[src/rtl/cap_tmr8_pkg.sv]
package cap_tmr8_pkg;

    localparam int CLK_SEL_W = 2;
    localparam int NUM_CLK   = 1 << CLK_SEL_W;

    localparam logic [1:0] A_CTRL = 2'd0;
    localparam logic [1:0] A_CAPF = 2'd1;
    localparam logic [1:0] A_CAPR = 2'd2;

    // clear-select codes: bit 1 = rising, bit 0 = falling
    typedef enum logic [1:0] {
        CLR_NONE = 2'b00,
        CLR_FALL = 2'b01,
        CLR_RISE = 2'b10,
        CLR_BOTH = 2'b11
    } clr_sel_e;

    typedef struct packed {
        logic [1:0]           rsvd;
        logic                 ovf_en;
        logic                 cap_mode;
        clr_sel_e             clr_sel;
        logic [CLK_SEL_W-1:0] clk_sel;
    } ctrl_t;

endpackage

[src/rtl/cap_edge_det.sv]
module cap_edge_det #(
    parameter int SYNC_STAGES = 2
) (
    input  logic clk,
    input  logic rst_n,
    input  logic pin_i,
    output logic rise_o,
    output logic fall_o
);
    localparam int SH_W = SYNC_STAGES + 1;

    logic [SH_W-1:0] sh_d, sh_q;

    always_comb begin
        sh_d = {sh_q[SH_W-2:0], pin_i};
    end

    always_ff @(posedge clk) begin
        if (!rst_n) sh_q <= '0;
        else        sh_q <= sh_d;
    end

    assign rise_o =  sh_q[SYNC_STAGES-1] & ~sh_q[SYNC_STAGES];
    assign fall_o = ~sh_q[SYNC_STAGES-1] &  sh_q[SYNC_STAGES];


    sync_rise_chk: assert property (@(posedge clk) disable iff (!rst_n)
        rise_o |-> $past(pin_i, 2));

endmodule

[src/rtl/cap_tmr8_core.sv]
module cap_tmr8_core #(
    parameter int DW = 8
) (
    input  logic          clk,
    input  logic          rst_n,
    input  logic          tick_i,
    input  logic          cap_mode_i,
    input  logic [1:0]    clr_sel_i,
    input  logic          ovf_en_i,
    input  logic          rise_i,
    input  logic          fall_i,
    input  logic          flag_clr_i,
    output logic [DW-1:0] cap_rise_o,
    output logic [DW-1:0] cap_fall_o,
    output logic          flag_o
);
    typedef struct packed {
        logic [DW-1:0] cnt;
        logic [DW-1:0] cap_r;
        logic [DW-1:0] cap_f;
        logic          flag;
    } st_t;

    st_t  st_d, st_q;
    logic clr;
    logic wrap;

    always_comb begin
        st_d = st_q;
        clr  = cap_mode_i && ((rise_i && clr_sel_i[1]) || (fall_i && clr_sel_i[0]));
        wrap = tick_i && (st_q.cnt == '1) && !clr;
        if (clr)         st_d.cnt = '0;
        else if (tick_i) st_d.cnt = st_q.cnt + DW'(1);
        if (cap_mode_i && rise_i) st_d.cap_r = st_q.cnt;
        if (cap_mode_i && fall_i) st_d.cap_f = st_q.cnt;
        if (wrap && ovf_en_i)     st_d.flag  = 1'b1;
        else if (flag_clr_i)      st_d.flag  = 1'b0;
    end

    always_ff @(posedge clk) begin
        if (!rst_n) st_q <= '0;
        else        st_q <= st_d;
    end

    assign cap_rise_o = st_q.cap_r;
    assign cap_fall_o = st_q.cap_f;
    assign flag_o     = st_q.flag;


    cnt_step_chk: assert property (@(posedge clk) disable iff (!rst_n)
        (tick_i && !clr) |=> st_q.cnt == DW'($past(st_q.cnt) + 1'b1));


    cnt_clear_chk: assert property (@(posedge clk) disable iff (!rst_n)
        clr |=> st_q.cnt == '0);


    cap_rise_chk: assert property (@(posedge clk) disable iff (!rst_n)
        (cap_mode_i && rise_i) |=> cap_rise_o == $past(st_q.cnt));


    ovf_set_chk: assert property (@(posedge clk) disable iff (!rst_n)
        (ovf_en_i && tick_i && st_q.cnt == '1 && !clr) |=> flag_o);


    ovf_hold_chk: assert property (@(posedge clk) disable iff (!rst_n)
        (flag_o && !flag_clr_i) |=> flag_o);

endmodule

[src/rtl/cap_tmr8.sv]
module cap_tmr8
    import cap_tmr8_pkg::*;
#(
    parameter int DW          = 8,
    parameter int SYNC_STAGES = 2
) (
    input  logic               clk,
    input  logic               rst_n,
    input  logic               bus_wr,
    input  logic [1:0]         bus_addr,
    input  logic [DW-1:0]      bus_wdata,
    output logic [DW-1:0]      bus_rdata,
    input  logic [NUM_CLK-1:0] tick_en,
    input  logic               cap_in,
    input  logic               irq_en,
    input  logic               flag_clr,
    output logic               ovf_flag,
    output logic               ovf_irq
);
    ctrl_t         ctrl_d, ctrl_q;
    logic          rise, fall, tick;
    logic [DW-1:0] cap_r, cap_f;

    always_comb begin
        ctrl_d = ctrl_q;
        if (bus_wr && bus_addr == A_CTRL) begin
            ctrl_d      = ctrl_t'(bus_wdata[7:0]);
            ctrl_d.rsvd = '0;
        end
    end

    always_ff @(posedge clk) begin
        if (!rst_n) ctrl_q <= '0;
        else        ctrl_q <= ctrl_d;
    end

    assign tick = tick_en[ctrl_q.clk_sel];

    cap_edge_det #(.SYNC_STAGES(SYNC_STAGES)) u_edge (
        .clk    (clk),
        .rst_n  (rst_n),
        .pin_i  (cap_in),
        .rise_o (rise),
        .fall_o (fall)
    );

    cap_tmr8_core #(.DW(DW)) u_core (
        .clk        (clk),
        .rst_n      (rst_n),
        .tick_i     (tick),
        .cap_mode_i (ctrl_q.cap_mode),
        .clr_sel_i  (ctrl_q.clr_sel),
        .ovf_en_i   (ctrl_q.ovf_en),
        .rise_i     (rise),
        .fall_i     (fall),
        .flag_clr_i (flag_clr),
        .cap_rise_o (cap_r),
        .cap_fall_o (cap_f),
        .flag_o     (ovf_flag)
    );

    always_comb begin
        case (bus_addr)
            A_CTRL:  bus_rdata = DW'(ctrl_q);
            A_CAPF:  bus_rdata = cap_f;
            A_CAPR:  bus_rdata = cap_r;
            default: bus_rdata = '0;
        endcase
    end

    assign ovf_irq = ovf_flag & irq_en;


    interval_nocap_chk: assert property (@(posedge clk) disable iff (!rst_n)
        !ctrl_q.cap_mode |=> ($stable(cap_r) && $stable(cap_f)));


    ctrl_only_chk: assert property (@(posedge clk) disable iff (!rst_n)
        (bus_wr && bus_addr != A_CTRL) |=> $stable(ctrl_q));

endmodule

[config.mk]
export PLATFORM = sky130hd
export DESIGN_NAME = cap_tmr8
export DESIGN_NICKNAME = d
export VERILOG_FILES = /design/src/rtl/cap_tmr8_pkg.sv /design/src/rtl/cap_edge_det.sv /design/src/rtl/cap_tmr8_core.sv /design/src/rtl/cap_tmr8.sv
export SDC_FILE = /design/constraint.sdc
export NUM_CORES = 1
export LEC_CHECK = 0
export CORE_AREA = 10 10 67 80
export DETAILED_ROUTE_END_ITERATION = 10
export DIE_AREA = 0 0 77 90
export DONT_BUFFER_PORTS = 1
export GPL_ROUTABILITY_DRIVEN = 0
export PLACE_DENSITY = 0.55
export SYNTH_ARGS = -nofsm -noshare
export SYNTH_HDL_FRONTEND = slang
export SYNTH_HIERARCHICAL = 1
export SYNTH_SLANG_ARGS = --single-unit
[constraint.sdc]
create_clock -name clk -period 1.92 [get_ports clk]
set_input_delay 0.096 -clock clk [delete_from_list [all_inputs] [get_ports clk]]
set_output_delay 0.096 -clock clk [all_outputs]
set_load 0.02 [all_outputs]
==> flow_summary.json <==
{
  "grt_max_degree": 33,
  "vias": 1199,
  "cap_violations": 0,
  "setup.worst_path.class": "primary input to flip-flop",
  "yosys-mux-area-fraction": 0.0910,
  "fmax_mhz": 558,
  "grt_pass1_wl_mm": 5.80,
  "hold_viol_final": 0,
  "timing.final.ws_setup_ps": 126,
  "cp.required_ps": 2140,
  "arrival_ps": 2020,
  "synth_top_family_by_area": "simple AND/OR/NAND/NOR gates",
  "n_fill_cell": 404,
  "place.detailed.hpwl_mm": 2.56,
  "drt-initial-drc-count": 77,
  "fin_crit_sh": 0.934,
  "hold_path.class": "primary input to flip-flop",
  "syn_area_per_cell_um2": 8.92,
  "synth_cells": 188,
  "vias_per_cell": 5.12,
  "wl_per_cell_um": 15.1,
  "grt_overflow": 0,
  "layout.area.seq_um2": 681,
  "utilization": 0.458,
  "crit_fanout": 32,
  "relSlewSlack": 0.372,
  "dieArea_um2": 6930,
  "post-cts-setup-buffer-count": 0,
  "path_common_cell": "dlygate4sd3_1",
  "crit_family": "buffers and inverters",
  "grt_usage": 0.101,
  "fin_crit_ps": 1790,
  "path_cells": "dlygate4sd3_1 -> and2_1 -> dlygate4sd3_1",
  "clock_path_buffers": 2,
  "fin_setup_tns_ps": 0,
  "grt_pass1_vias": 1253,
  "layout.nets": 200,
  "syn-num-nets": 209,
  "seq_area_frac_synth": 0.406,
  "io_pins": 30,
  "fin_area_um2": 1760,
  "initial_core_util": 0.436,
  "synthAdderAreaFrac": 0.00746,
  "startpoint_type": "primary input",
  "pre_cts_slack_ps": 370,
  "wirelength_mm": 3.53,
  "rsz0062_at_grt": "no",
  "finalSetupViolations": 0,
  "die_y_um": 90,
  "clock-sinks": 34,
  "port_buffers": 0,
  "post_synth_instance_area_um2": 1680,
  "synthDistinctLibCells": 31,
  "path_buf_inv": 2,
  "core_area_um2": 3850,
  "power_leakage_nw": 0.595,
  "synth_xor_area_frac": 0.0209,
  "worst_path_max_delay_cell": "dlygate4sd3_1",
  "worstSkewPairLatency_ps": 280,
  "post-route-drc-count": 0,
  "clkTransAtPathRegs_ps": 70,
  "drtAntennaViolNets": 0,
  "synth-seq-cells": 34,
  "rows": 25,
  "drive_gt1_frac": 0.0833,
  "fp.dieW_um": 77,
  "slew_violations": 0,
  "diodes": 0,
  "drt-pass1-iter-count": 4,
  "critPathMaxStageDelay_ps": 1150,
  "worst_pin_slew_ps": 939,
  "multi_input_area_um2": 805,
  "cts_buffers": 5,
  "antenna_found_initial": 0,
  "synthSimpleGateAreaFrac": 0.214,
  "pwr_density_cell_nw_per_um2": 772,
  "clock_skew_ps": 4.50,
  "dpl-instance-area_um2": 1580,
  "vdd.ir_drop.worst_mv": 0.270,
  "status": "complete, no violations",
  "synth_compound_area_frac": 0.146,
  "ys_warn_count": 6,
  "root_buffer": "clkbuf_8",
  "cp-end-kind": "flip-flop",
  "cts_tree": "built",
  "synthToLayoutAreaGrowth_pct": 4.92,
  "h-tree-depth": 2
}
[power by group]
group,switching (mW),internal (mW)
Combinational,0.0439,0.0461
Clock,0.244,0.289
Sequential,0.0172,0.718
Total,0.305,1.05
[per-stage QoR]
stage,power [mW],hold WS (ps),cells
finish,1.36,32.3,234
CTS,1.38,26.3,234
global placement,0.817,223,217
detailed placement,0.819,225,217
floorplan,0.821,218,188
global route,1.42,23.9,234
[metal layers]
| layer | global-route usage | wire [µm] |
|---|---|---|
| met2 | 0.175 | 1720 |
| met1 | 0.115 | 1640 |
| met3 | 0.0319 | 150 |
| met4 | 0.0274 | 27 |
| met5 | 0 | 0 |
[cells by family after synthesis]
logic type,after synthesis
flip-flops,34
XOR/XNOR,4
AO/OA/AOI/OAI,33
adder cells (fa/ha/maj),1
buffers and inverters,29
AND/OR/NAND/NOR,73
multiplexers,14
[synth_stat cells]
library cell | n | area (µm²)
a21boi_1 | 5 | 37.5
nand4_2 | 1 | 12.5
nand2_1 | 33 | 124
ha_1 | 1 | 12.5
a21boi_0 | 11 | 82.6
o21ai_1 | 1 | 5.00
mux2i_1 | 13 | 130
a22oi_1 | 1 | 7.51
nand3b_1 | 1 | 7.51
a21oi_1 | 2 | 10.0
a21oi_2 | 1 | 8.76
inv_1 | 1 | 3.75
o21ai_0 | 3 | 15.0
buf_4 | 16 | 120
buf_6 | 2 | 22.5
xor2_1 | 3 | 26.3
nor2b_1 | 4 | 25.0
nand3_1 | 18 | 90.1
and2_1 | 4 | 25.0
dfxtp_1 | 34 | 681
or3_1 | 4 | 25.0
o21ai_2 | 1 | 8.76
mux4_2 | 1 | 22.5
o2bb2ai_1 | 6 | 52.6
nor2_1 | 5 | 18.8
buf_2 | 7 | 35.0
nand4_1 | 2 | 12.5
a22o_1 | 2 | 17.5
nor3b_4 | 1 | 18.8
xnor2_1 | 1 | 8.76
clkbuf_1 | 3 | 11.3
[flip-flops by register name (all words and copies together), names as in the netlist]
| register | flops |
|---|---|
| u_core/cap_fall_o | 8 |
| u_core/cap_rise_o | 8 |
| u_core/st_q | 8 |
| ctrl_q | 6 |
| u_edge/sh_q | 3 |
| u_core/flag_o | 1 |
[layout by cell type (no fill, tap or decap), types with 2 or more instances in the layout]
cell,synthesis,layout
a21boi_1,5,5
xor2_1,3,3
or3_1,4,4
nand3_1,18,18
nor2b_1,4,4
a21oi_1,2,2
dfxtp_1,34,34
mux2i_1,13,13
a22o_1,2,2
o2bb2ai_1,6,6
clkbuf_8,0,6
nor2_1,5,5
and2_1,4,4
nand4_1,2,2
buf_4,16,3
dlygate4sd3_1,0,9
a21boi_0,11,11
o21ai_0,3,3
nand2_1,33,33
[cell type report]
| cell class | count | area share |
|---|---|---|
| tap | 54 | 0.0384 |
| timing repair buffer | 12 | 0.0640 |
| multi-input combinational | 125 | 0.457 |
| inverter | 1 | 0.00213 |
| sequential | 34 | 0.387 |
| clock inverter | 1 | 0.00284 |
| clock buffer | 7 | 0.0490 |
[repair_timing]
action | CTS | global route
endpoints found under the hold margin | 26 | 0
resized for setup | 0 | 0
hold buffers | 9 | 0
[worst register-to-register path: cells and delay by family (launching register included)]
kind | cells | cell delay, ps
and+or+nand+nor | 2 | 590
muxes | 1 | 450
DFF | 1 | 340
AOI/OAI and AO/OA | 1 | 130
[final timing paths]
kind                                         to  cells after the start           start  slack, ps
worst max-delay path             u_edge/sh_q[0]                      3           rst_n        130
worst min-delay path                  ctrl_q[2]                      2     bus_addr[0]         30
worst max register to register  u_core/st_q[24]                      4       ctrl_q[0]        360
worst min register to register   u_edge/sh_q[1]                      1  u_edge/sh_q[0]        430
Power figures use the tool's default switching activity.
